===== src/rtl/esl_pkg.sv =====
package esl_pkg;
  localparam int NUM_LINES = 3;                  // asynchronous modem lines
  localparam int NUM_LEVEL = NUM_LINES + 2;      // plus break/abort and underrun
  localparam int NUM_SRC   = NUM_LEVEL + 1;      // plus zero-count event

  localparam int BIT_CTS  = 0;
  localparam int BIT_DCD  = 1;
  localparam int BIT_SYNC = 2;
  localparam int BIT_BRK  = 3;
  localparam int BIT_TXU  = 4;
  localparam int BIT_ZC   = 5;

  typedef logic [NUM_SRC-1:0]   src_vec_t;
  typedef logic [NUM_LEVEL-1:0] lvl_vec_t;
endpackage


===== src/rtl/esl_sync.sv =====
module esl_sync #(
  parameter int WIDTH  = 3,
  parameter int STAGES = 2
) (
  input  logic             clk,
  input  logic             rst_n,
  input  logic [WIDTH-1:0] async_in,
  output logic [WIDTH-1:0] sync_out
);
  logic [WIDTH-1:0] stage_q [STAGES];

  for (genvar s = 0; s < STAGES; s++) begin : g_stage
    always_ff @(posedge clk) begin
      if (!rst_n)
        stage_q[s] <= '0;
      else if (s == 0)
        stage_q[s] <= async_in;
      else
        stage_q[s] <= stage_q[(s == 0) ? 0 : s-1];
    end
  end

  assign sync_out = stage_q[STAGES-1];
endmodule


===== src/rtl/esl_snapshot.sv =====
module esl_snapshot
  import esl_pkg::*;
#(
  parameter int NLVL = NUM_LEVEL
) (
  input  logic            clk,
  input  logic            rst_n,
  input  logic [NLVL-1:0] live,
  input  logic [NLVL-1:0] lvl_en,
  input  logic            zc_pulse,
  input  logic            zc_en,
  input  logic            clr,
  output logic            pending,
  output logic [NLVL-1:0] snap,
  output logic            zc_flag
);
  logic [NLVL-1:0] moved;
  logic            zc_hit;
  logic            fire;

  assign moved  = (live ^ snap) & lvl_en;
  assign zc_hit = zc_pulse & zc_en;
  assign fire   = !pending && ((|moved) || zc_hit);

  always_ff @(posedge clk) begin
    if (!rst_n) begin
      pending <= 1'b0;
      snap    <= '0;
      zc_flag <= 1'b0;
    end else if (clr) begin
      pending <= 1'b0;
      zc_flag <= 1'b0;
    end else if (fire) begin
      pending <= 1'b1;
      snap    <= (snap & ~lvl_en) | (live & lvl_en);
      zc_flag <= zc_flag | zc_hit;
    end
  end

  assert_clear_drops_R8: assert property (@(posedge clk) disable iff (!rst_n)
    clr |=> !pending && !zc_flag);

  assert_frozen_R7: assert property (@(posedge clk) disable iff (!rst_n)
    (pending && !clr) |=> (pending && $stable(snap) && $stable(zc_flag)));

  assert_zc_with_irq_R5: assert property (@(posedge clk) disable iff (!rst_n)
    $rose(zc_flag) |-> pending);

  assert_reraise_R9: assert property (@(posedge clk) disable iff (!rst_n)
    (!pending && !clr && ((live & lvl_en) != (snap & lvl_en))) |=>
      (pending && ((snap & $past(lvl_en)) == ($past(live) & $past(lvl_en)))));

  for (genvar i = 0; i < NLVL; i++) begin : g_mask_chk
    assert_disabled_hold_R6: assert property (@(posedge clk) disable iff (!rst_n)
      !lvl_en[i] |=> $stable(snap[i]));
  end
endmodule


===== src/rtl/esl_extstat_latch.sv =====
module esl_extstat_latch
  import esl_pkg::*;
#(
  parameter int SYNC_STAGES = 2
) (
  input  logic               clk,
  input  logic               rst_n,
  input  logic               cts_in,
  input  logic               dcd_in,
  input  logic               sync_in,
  input  logic               brk_abort,
  input  logic               tx_underrun,
  input  logic               brg_zero,
  input  logic [NUM_SRC-1:0] src_en,
  input  logic               reset_cmd,
  output logic               irq,
  output logic [NUM_SRC-1:0] status
);
  logic [NUM_LINES-1:0] lines_raw;
  logic [NUM_LINES-1:0] lines_sync;
  lvl_vec_t             live_lvl;
  lvl_vec_t             snap_lvl;
  logic                 zc_flag;

  assign lines_raw = {sync_in, dcd_in, cts_in};

  esl_sync #(
    .WIDTH  (NUM_LINES),
    .STAGES (SYNC_STAGES)
  ) u_sync (
    .clk      (clk),
    .rst_n    (rst_n),
    .async_in (lines_raw),
    .sync_out (lines_sync)
  );

  assign live_lvl = {tx_underrun, brk_abort, lines_sync};

  esl_snapshot #(
    .NLVL (NUM_LEVEL)
  ) u_snap (
    .clk      (clk),
    .rst_n    (rst_n),
    .live     (live_lvl),
    .lvl_en   (src_en[NUM_LEVEL-1:0]),
    .zc_pulse (brg_zero),
    .zc_en    (src_en[BIT_ZC]),
    .clr      (reset_cmd),
    .pending  (irq),
    .snap     (snap_lvl),
    .zc_flag  (zc_flag)
  );

  assign status = {zc_flag, snap_lvl};

  assert_status_quiet_R7: assert property (@(posedge clk) disable iff (!rst_n)
    (!irq && !$past(irq)) |-> (status[NUM_LEVEL-1:0] == $past(status[NUM_LEVEL-1:0])));
endmodule


===== config.mk =====
export PLATFORM = sky130hd
export DESIGN_NAME = esl_extstat_latch
export DESIGN_NICKNAME = d
export VERILOG_FILES = /design/src/rtl/esl_pkg.sv /design/src/rtl/esl_sync.sv /design/src/rtl/esl_snapshot.sv /design/src/rtl/esl_extstat_latch.sv
export SDC_FILE = /design/constraint.sdc
export NUM_CORES = 1
export LEC_CHECK = 0
export BUFFER_PORTS_ARGS = -buffer_cell sky130_fd_sc_hd__buf_4
export CAP_MARGIN = 20
export CORE_MARGIN = 2
export CORE_UTILIZATION = 40
export DETAILED_ROUTE_END_ITERATION = 8
export PLACE_DENSITY = 0.76
export SYNTH_ARGS = -nofsm -noshare
export SYNTH_HDL_FRONTEND = slang
export SYNTH_HIERARCHICAL = 1
export SYNTH_SLANG_ARGS = --single-unit

===== constraint.sdc =====
create_clock -name clk -period 1 [get_ports clk]
set_input_delay 0.2 -clock clk [delete_from_list [all_inputs] [get_ports clk]]
set_output_delay 0.2 -clock clk [all_outputs]
set_load 0.005 [all_outputs]

==> results of run 1 <==
placed cells by master, fill, tap and decap left out, drive strengths merged:
cell type / n
buf: 30
nand2: 13
dfxtp: 13
and2: 6
xor2: 5
clkbuf: 4
a31oi: 4
mux2i: 3
a22oi: 3
nand3: 2
a21boi: 2
nor2: 2
inv: 1
nand2b: 1
a41oi: 1
final timing paths:
| path | start | endpoint | depth (start not counted) |
|---|---|---|---|
| setup reg to reg | flop | flop | 4 |
| hold reg to reg | u_sync/stage_q[0][1] | u_sync/stage_q[1][1] | 1 |
| hold / removal | cts_in | u_sync/stage_q[0][0] | 2 |
| setup / recovery | flop | flop | 4 |
per-stage QoR:
| step | setup slack, ns | instance area (um^2) | setup TNS, ns | hold WS, ns | utilization, % |
|---|---|---|---|---|---|
| floorplan | -0.0535 | 568 | -0.150 | 0.322 | - |
| global placement | -0.112 | 786 | -0.283 | 0.408 | 60.4 |
| detailed placement | -0.145 | 786 | -0.349 | 0.413 | 60.4 |
| CTS | -0.128 | 877 | -0.700 | 0.117 | 67.4 |
| global route | -0.212 | 901 | -1.17 | 0.121 | 69.2 |
| finish | -0.161 | 901 | -0.776 | 0.122 | 69.2 |
power groups by stage:
stage	clock (W)	combinational [W]	sequential, W
global route	0.000358	0.000217	0.000558
finish	0.000328	0.000201	0.000556
floorplan	0	0.0000781	0.000564
global placement	0	0.000173	0.000562
CTS	0.000341	0.000194	0.000554
detailed placement	0	0.000176	0.000563
cells by family (layout without fill, tap and decap cells):
group           after synthesis  count (layout)  share of synthesized area, %
simple gates                 24              24                          19.9
flops                        13              13                          47.0
compound gates               10              10                          17.2
xor+xnor                      5               5                          7.90
mux                           3               3                          5.42
buf+inv                       3              35                          2.71
cell type report:
| class | count | area (um^2) |
|---|---|---|
| Sequential cell | 13 | 270 |
| Fill cell | 104 | 400 |
| Inverter | 1 | 3.75 |
| Multi-Input combinational cell | 42 | 315 |
| Tap cell | 15 | 18.8 |
| Clock buffer | 4 | 26.3 |
| Timing Repair Buffer | 30 | 267 |
repair_timing:
| action | 4_1_cts | 5_1_grt |
|---|---|---|
| gates resized for setup | 16 | 4 |
| pin swaps | 6 | 1 |
| setup endpoints to repair | 9 | 12 |
| buffers inserted | 2 | 0 |
routing by layer:
layer	track usage [%]	wire, um
met5	0	0
met3	3.26	81
met1	15.2	460
met4	9.68	27
met2	28.5	565
==> flow_metrics.tcl, run 1 <==
set metrics [dict create \
    grt_pass1_wl_um 1640 \
    synth-seq-cells 13 \
    slew_headroom_pct 83.0 \
    cts_hold_buf 0 \
    p_int_w 0.000815 \
    endpoint_kind "flop" \
    crit_path_start_kind "flop" \
    placed_cells 99 \
    p_clk_share_pct 30.2 \
    grt_usage_pct 15.4 \
    synth_edf_count 0 \
    power_frac_seq_pct 51.3 \
    antenna_found_initial 0 \
    htree_levels 1 \
    drtIter0Drc 6 \
    die_width_um 41.2 \
    yosys_warnings 6 \
    diodes 0 \
    power_leakage_nw 0.413 \
    crit_type "reg2reg" \
    power.density_mw_per_mm2 1200 \
    synthCells 58 \
    synthArstFlopShare_pct 0 \
    slowest_delay_ns 0.34 \
    cts-root-buf "clkbuf_4" \
    crit_family "compound AO/OA/AOI/OAI gates" \
    drc 0 \
    drtPass1Iterations 2 \
    via_per_inst 4.73 \
    ys_seq_area_share_pct 47.0 \
    max_freq_ghz 0.861 \
    synth_area_um2 554 \
    outcome "complete, but fails checks" \
    synth_top_cell_by_area "dfxtp_1" \
    cap_violations 0 \
    clock-sinks 13 \
    crit_fanout 4 \
    power.total_w 0.00108 \
    drv_slew 0 \
    cp.arrival_ns 1.33 \
    final_nets 106 \
    area_growth_pct 62.5 \
    ir_worst_vdd_uv 1050 \
    synth_fp_nets 73 \
    clk_latency_ns 0.28 \
    cts_buffers 3 \
    violations "setup timing" \
    pwr-share-comb_pct 18.5 \
    holdCritPathClass "in2reg" \
    antenna_left 0 \
    synth_cell_types 16 \
    cts.path.max_buffers 2 \
    synth_top_area_share_pct 47.0 \
    dieHeight_um 41.2 \
    switching_share_pct 24.8 \
    place_hpwl_um 843 \
    syn_avg_cell_area_um2 9.56 \
    grt_setup_unrepaired "true" \
    synth_commonest_cells "dfxtp_1, nand2_1, and2_1, xor2_1, a31oi_1" \
    portBuffers 21 \
    tightest_slew_ns 0.255 \
    drt-total-wl_um 1130 \
    cp_slowest_cell "dfxtp_2" \
    setup_viol 10 \
    ys.flop_type "dfxtp_1" \
    io_pins 22 \
    rows 13 \
    hold_violations 0 \
    vias 497 \
    path_clk_slew_ns 0.08 \
    p_switching_w 0.000269 \
    grt_overflow 0 \
    final_layout_size_suffix_gt1_share_pct 54.4 \
    stdcell_count 105 \
    die_area_mm2 0.00170 \
    path_buf_inv 0 \
    skew_ns 0.00322 \
    period_minus_slack_ns 1.16 \
    fin_crit_sh_pct 116 \
    core_mm2 0.00130 \
    gp_congestion 0.751 \
    cts_tree "done" \
    setup_ws_ns -0.161 \
    worstPathCellList "xor2_2 -> a22oi_2 -> a31oi_2 -> mux2i_1" \
    synth.area.top_cells "dfxtp_1, nand2_1, xor2_1" \
    rrSetupSlack_ns -0.16 \
    grt_pass1_vias 449 \
    grt_max_degree 16 \
    critical_path_required_ns 1.16 \
    start_util_pct 42.6 \
    post_drt_wl_per_cell_um 10.8 \
]
(Power assumes the default switching activity.)
==> inputs of run 2 (changes only) <==
==> constraint.sdc (replaced) <==
create_clock -name clk -period 1 [get_ports clk]
set_input_delay 0.2 -clock clk [delete_from_list [all_inputs] [get_ports clk]]
set_output_delay 0.2 -clock clk [all_outputs]
set_load 0.1 [all_outputs]
==> run 2 against run 1 <==
The flow still finishes with violations (setup timing). Clock skew fell by 0.0026 ns. Via count rose by 8.2%. First-iteration DRC count up 50%. Register-to-register slack lost 0.04 ns.
==> flow_metrics.tcl, run 2 (synthesized netlist as in run 1, its figures left out) <==
set metrics [dict create \
    outcome "complete, but fails checks" \
    antenna_found_initial 0 \
    crit_type "reg2reg" \
    htree_levels 1 \
    skew_ns 0.000643 \
    violations "setup timing" \
    power.density_mw_per_mm2 1180 \
    endpoint_kind "flop" \
    drtPass1Iterations 4 \
    gr-usage-met2_pct 27.7 \
    vias 538 \
    drc 0 \
    die_area_mm2 0.00170 \
    dieHeight_um 41.2 \
    portBuffers 21 \
    clock-sinks 13 \
    grt_pass1_vias 449 \
    cp.arrival_ns 1.40 \
    final_nets 109 \
    use_met3_pct 5.43 \
    crit_path_start_kind "flop" \
    grt_usage_pct 15.9 \
    core_mm2 0.00130 \
    cts-root-buf "clkbuf_4" \
    crit_family "compound AO/OA/AOI/OAI gates" \
    final_util_pct 76.9 \
    die_width_um 41.2 \
    place_hpwl_um 826 \
    cts_tree "done" \
    final_cell_mix "buf_4, nand2_1, buf_12, dfxtp_4, and2_1" \
    slowest_delay_ns 0.35 \
    grt_max_degree 16 \
    worstPathCellList "xor2_1 -> a22oi_2 -> a31oi_1 -> mux2i_1" \
    stdcell_count 108 \
    critical_path_required_ns 1.20 \
    fin_crit_sh_pct 120 \
    layout_commonest_cell "buf_4" \
    period_minus_slack_ns 1.20 \
    busiest_layer "met2" \
    whs_ns 0.125 \
    ir_worst_vdd_uv 744 \
    met1_usage_pct 17.2 \
    start_util_pct 42.6 \
    io_pins 22 \
    cts_buffers 3 \
    setup_viol 11 \
    grt_pass1_wl_um 1710 \
    cp_slowest_cell "dfxtp_1" \
    holdCritPathClass "in2reg" \
    antenna_left 0 \
    post_drt_wl_per_cell_um 12.1 \
    placed_cells 98 \
    path_clk_slew_ns 0.08 \
    hold_violations 0 \
    area_growth_pct 80.6 \
    crit_fanout 4 \
    setup_ws_ns -0.202 \
    via_per_inst 4.98 \
    max_freq_ghz 0.832 \
    path_buf_inv 0 \
    cts_hold_buf 0 \
    pre_cts_ws_ns -0.149 \
    final_layout_size_suffix_gt1_share_pct 57.0 \
    tightest_slew_ns 0.252 \
    clk_latency_ns 0.27 \
    slew_headroom_pct 83.2 \
    drt-total-wl_um 1310 \
    drtIter0Drc 9 \
    gp_congestion 0.693 \
    power_leakage_nw 0.448 \
    drv_slew 0 \
    cts.path.max_buffers 2 \
    cap_violations 0 \
    grt_setup_unrepaired "true" \
    grt_overflow 0 \
    rows 13 \
    diodes 0 \
]
-- run 2: final timing paths --
check | cells past startpoint | startpoint | slack (ns) | end
worst max-delay path | 4 | u_sync/stage_q[1][0] | -0.20 | flop
worst min-delay path | 2 | cts_in | 0.13 | u_sync/stage_q[0][0]
worst max register to register | 4 | u_sync/stage_q[1][0] | -0.20 | flop
worst min register to register | 1 | u_sync/stage_q[0][1] | 0.44 | u_sync/stage_q[1][1]
-- run 2: area by class of cell --
type / count / area [um^2]
clock buffer: 4 / 26.3
tap: 15 / 18.8
multi-input combinational: 42 / 315
sequential: 13 / 287
fill: 86 / 300
timing repair buffer: 33 / 350
inverter: 1 / 3.75
-- run 2: repair_timing --
item                                    in CTS  in global routing
pin swaps                                    1                  5
setup buffers                                3                  3
gates resized for setup                     28                  6
endpoints found under the setup margin      11                 13
-- run 2: per-stage QoR --
stage	cell area [um^2]	total power (W)	setup TNS (ns)
finish	1000	0.00118	-1.24
global route	1000	0.00124	-1.70
CTS	958	0.00117	-1.07
detailed placement	797	0.000797	-0.377
global placement	797	0.000794	-0.302
floorplan	587	0.000703	-0.953
-- run 2: power breakdown --
part / internal (W) / leakage (nW) / switching [W]
Combinational: 0.000146 / 0.321 / 0.000163
Clock: 0.000155 / 0.0150 / 0.000168
Sequential: 0.000530 / 0.112 / 0.0000172
-- run 2: layer usage --
layer	vias to the layer above	routed length (um)
met5	-	0
met4	0	44
met3	7	114
met2	27	640
met1	239	511
li1	265	-
-- run 2: worst register-to-register path: cells and delay by family, from the launching register on --
family,cells,cell delay [ns]
DFF,1,0.35
xor gates and xnor gates,1,0.19
muxes,1,0.21
AOI/OAI and AO/OA,2,0.38
==> inputs of run 3 (changes only) <==
Settings changed: CORE_AREA set to 2 2 39 41, CORE_MARGIN 2 to unset, CORE_UTILIZATION 40 to unset, DIE_AREA set to 0 0 41 43, PLACE_DENSITY 0.76 to 0.75, SETUP_SLACK_MARGIN set to 0.4.
Clock period 1 ns to 1.2 ns, I/O delays scaled along.
==> run 3 against run 2 <==
Clock skew up 0.0083 ns. Sequential cell count unchanged. The flow still finishes with violations (setup timing). Largest cell class is now multi-input combinational cells. Via count down 7.1%. Utilization down 9.4 points. Largest power group unchanged. Worst setup slack better by 0.14 ns. Register-to-register slack better by 0.14 ns. Sequential share of layout area up 2.0 points. Critical path type unchanged. Highest routed layer unchanged.
==> flow_metrics.tcl, run 3 (synthesized netlist as in run 1, its figures left out) <==
set metrics [dict create \
    outcome "complete, but fails checks" \
    violations "setup timing" \
    crit_path_start_kind "flop" \
    clk_latency_ns 0.28 \
    fin_crit_sh_pct 105 \
    grt_pass1_vias 432 \
    final_nets 99 \
    holdCritPathClass "in2reg" \
    grt_usage_pct 15.9 \
    num-fill-cells 108 \
    die_area_mm2 0.00176 \
    p_clk_share_pct 27.7 \
    placed_area_um2 758 \
    ir_worst_vdd_uv 722 \
    p_int_w 0.000677 \
    worstPathCellList "xor2_2 -> a22oi_2 -> a31oi_2 -> mux2i_1" \
    drt-total-wl_um 1350 \
    htree_levels 1 \
    cts_tree "done" \
    grt_setup_unrepaired "true" \
    fin_area_um2 935 \
    power_frac_seq_pct 47.3 \
    portBuffers 21 \
    drtPass1Iterations 2 \
    max_freq_ghz 0.793 \
    post_drt_wl_per_cell_um 13.6 \
    crit_type "reg2reg" \
    rrSetupSlack_ns -0.06 \
    antenna_left 0 \
    skew_ns 0.00893 \
    drtIter0Drc 12 \
    layout_commonest_cell "buf_4" \
    final_util_pct 67.5 \
    pwr-share-comb_pct 25.0 \
    pre_cts_ws_ns -0.0414 \
    drv_slew 0 \
    die_width_um 41 \
    cts.path.max_buffers 2 \
    area_growth_pct 68.6 \
    setup_viol 4 \
    cp_slowest_cell "dfxtp_4" \
    io_pins 22 \
    crit_fanout 4 \
    drc 0 \
    antenna_found_initial 0 \
    power.density_mw_per_mm2 1040 \
    period_minus_slack_ns 1.26 \
    dieHeight_um 43 \
    path_buf_inv 0 \
    crit_family "compound AO/OA/AOI/OAI gates" \
    endpoint_kind "flop" \
    multi_input_area_um2 347 \
    p_switching_w 0.000294 \
    clock-sinks 13 \
    final_layout_size_suffix_gt1_share_pct 59.0 \
    gp_congestion 0.648 \
    power_leakage_nw 0.391 \
    grt_pass1_wl_um 1730 \
    diodes 0 \
    final_cell_mix "buf_4, nand2_1, buf_12, dfxtp_4, and2_1" \
    switching_share_pct 30.3 \
    cts-root-buf "clkbuf_4" \
    tightest_slew_ns 0.313 \
    grt_max_degree 16 \
    hold_violations 0 \
    cp.arrival_ns 1.46 \
    path_clk_slew_ns 0.08 \
    cts_buffers 3 \
    start_util_pct 40.1 \
    core_mm2 0.00138 \
    place_hpwl_um 860 \
    regArea_um2 287 \
    setup_ws_ns -0.0606 \
    cts_hold_buf 0 \
    via_per_inst 5.05 \
    rows 14 \
    slew_headroom_pct 79.1 \
    vias 500 \
    cap_violations 0 \
    critical_path_required_ns 1.40 \
    grt_overflow 0 \
    slowest_delay_ns 0.37 \
]
run 3: cell types whose count changed in the layout (fill, tap and decap cells not counted), sizes merged:
cell	change
buf	-10
run 3: power by group through the flow:
stage	Clock, W	Sequential [W]	Combinational, W
3_3_place_gp	0	0.000462	0.000193
5_1_grt	0.000303	0.000462	0.000254
2_1_floorplan	0	0.000514	0.0000757
4_1_cts	0.000282	0.000457	0.000216
3_5_place_dp	0	0.000463	0.000196
6_report	0.000269	0.000460	0.000243
run 3: worst paths after layout:
path / startpoint / end / depth (start not counted)
setup / recovery: flop / flop / 4
hold / removal: cts_in / u_sync/stage_q[0][0] / 2
setup reg to reg: flop / flop / 4
hold reg to reg: u_sync/stage_q[0][0] / u_sync/stage_q[1][0] / 1
run 3: worst register-to-register path: stages, from the launching register on:
cell,delay (ns)
dfxtp_4,0.37
xor2_2,0.15
a22oi_2,0.32
a31oi_2,0.15
mux2i_1,0.20
run 3: layer usage:
layer	share of wire, %	global-route usage [%]	up-vias
met5	0	0	-
met4	1.7	8.00	0
met1	34	14.5	230
li1	-	-	245
met3	7.7	9.42	5
met2	57	25.9	20
run 3: per-stage QoR:
stage	TNS, ns	hold slack (ns)	power [W]	cells
after floorplan	-0.236	0.362	0.000590	58
after global placement	0	0.409	0.000655	93
after detailed placement	-0.0414	0.418	0.000659	93
after CTS	0	0.160	0.000956	97
after global routing	-0.251	0.154	0.00102	99
final	-0.125	0.168	0.000972	99
run 3: layout make-up:
cell class	count	share of cell area [%]
clock buffers	4	2.81
inverters	1	0.402
multi-input cells	42	37.1
flip-flops and latches	13	30.7
well taps	16	2.14
repair buffers	23	26.9
run 3: what timing repair did:
action,in CTS,in global routing
setup endpoints to repair,13,13
setup buffers,0,2
endpoints found under the hold margin,0,0
cloned,0,0
pin swaps,3,6
resized for setup,18,12
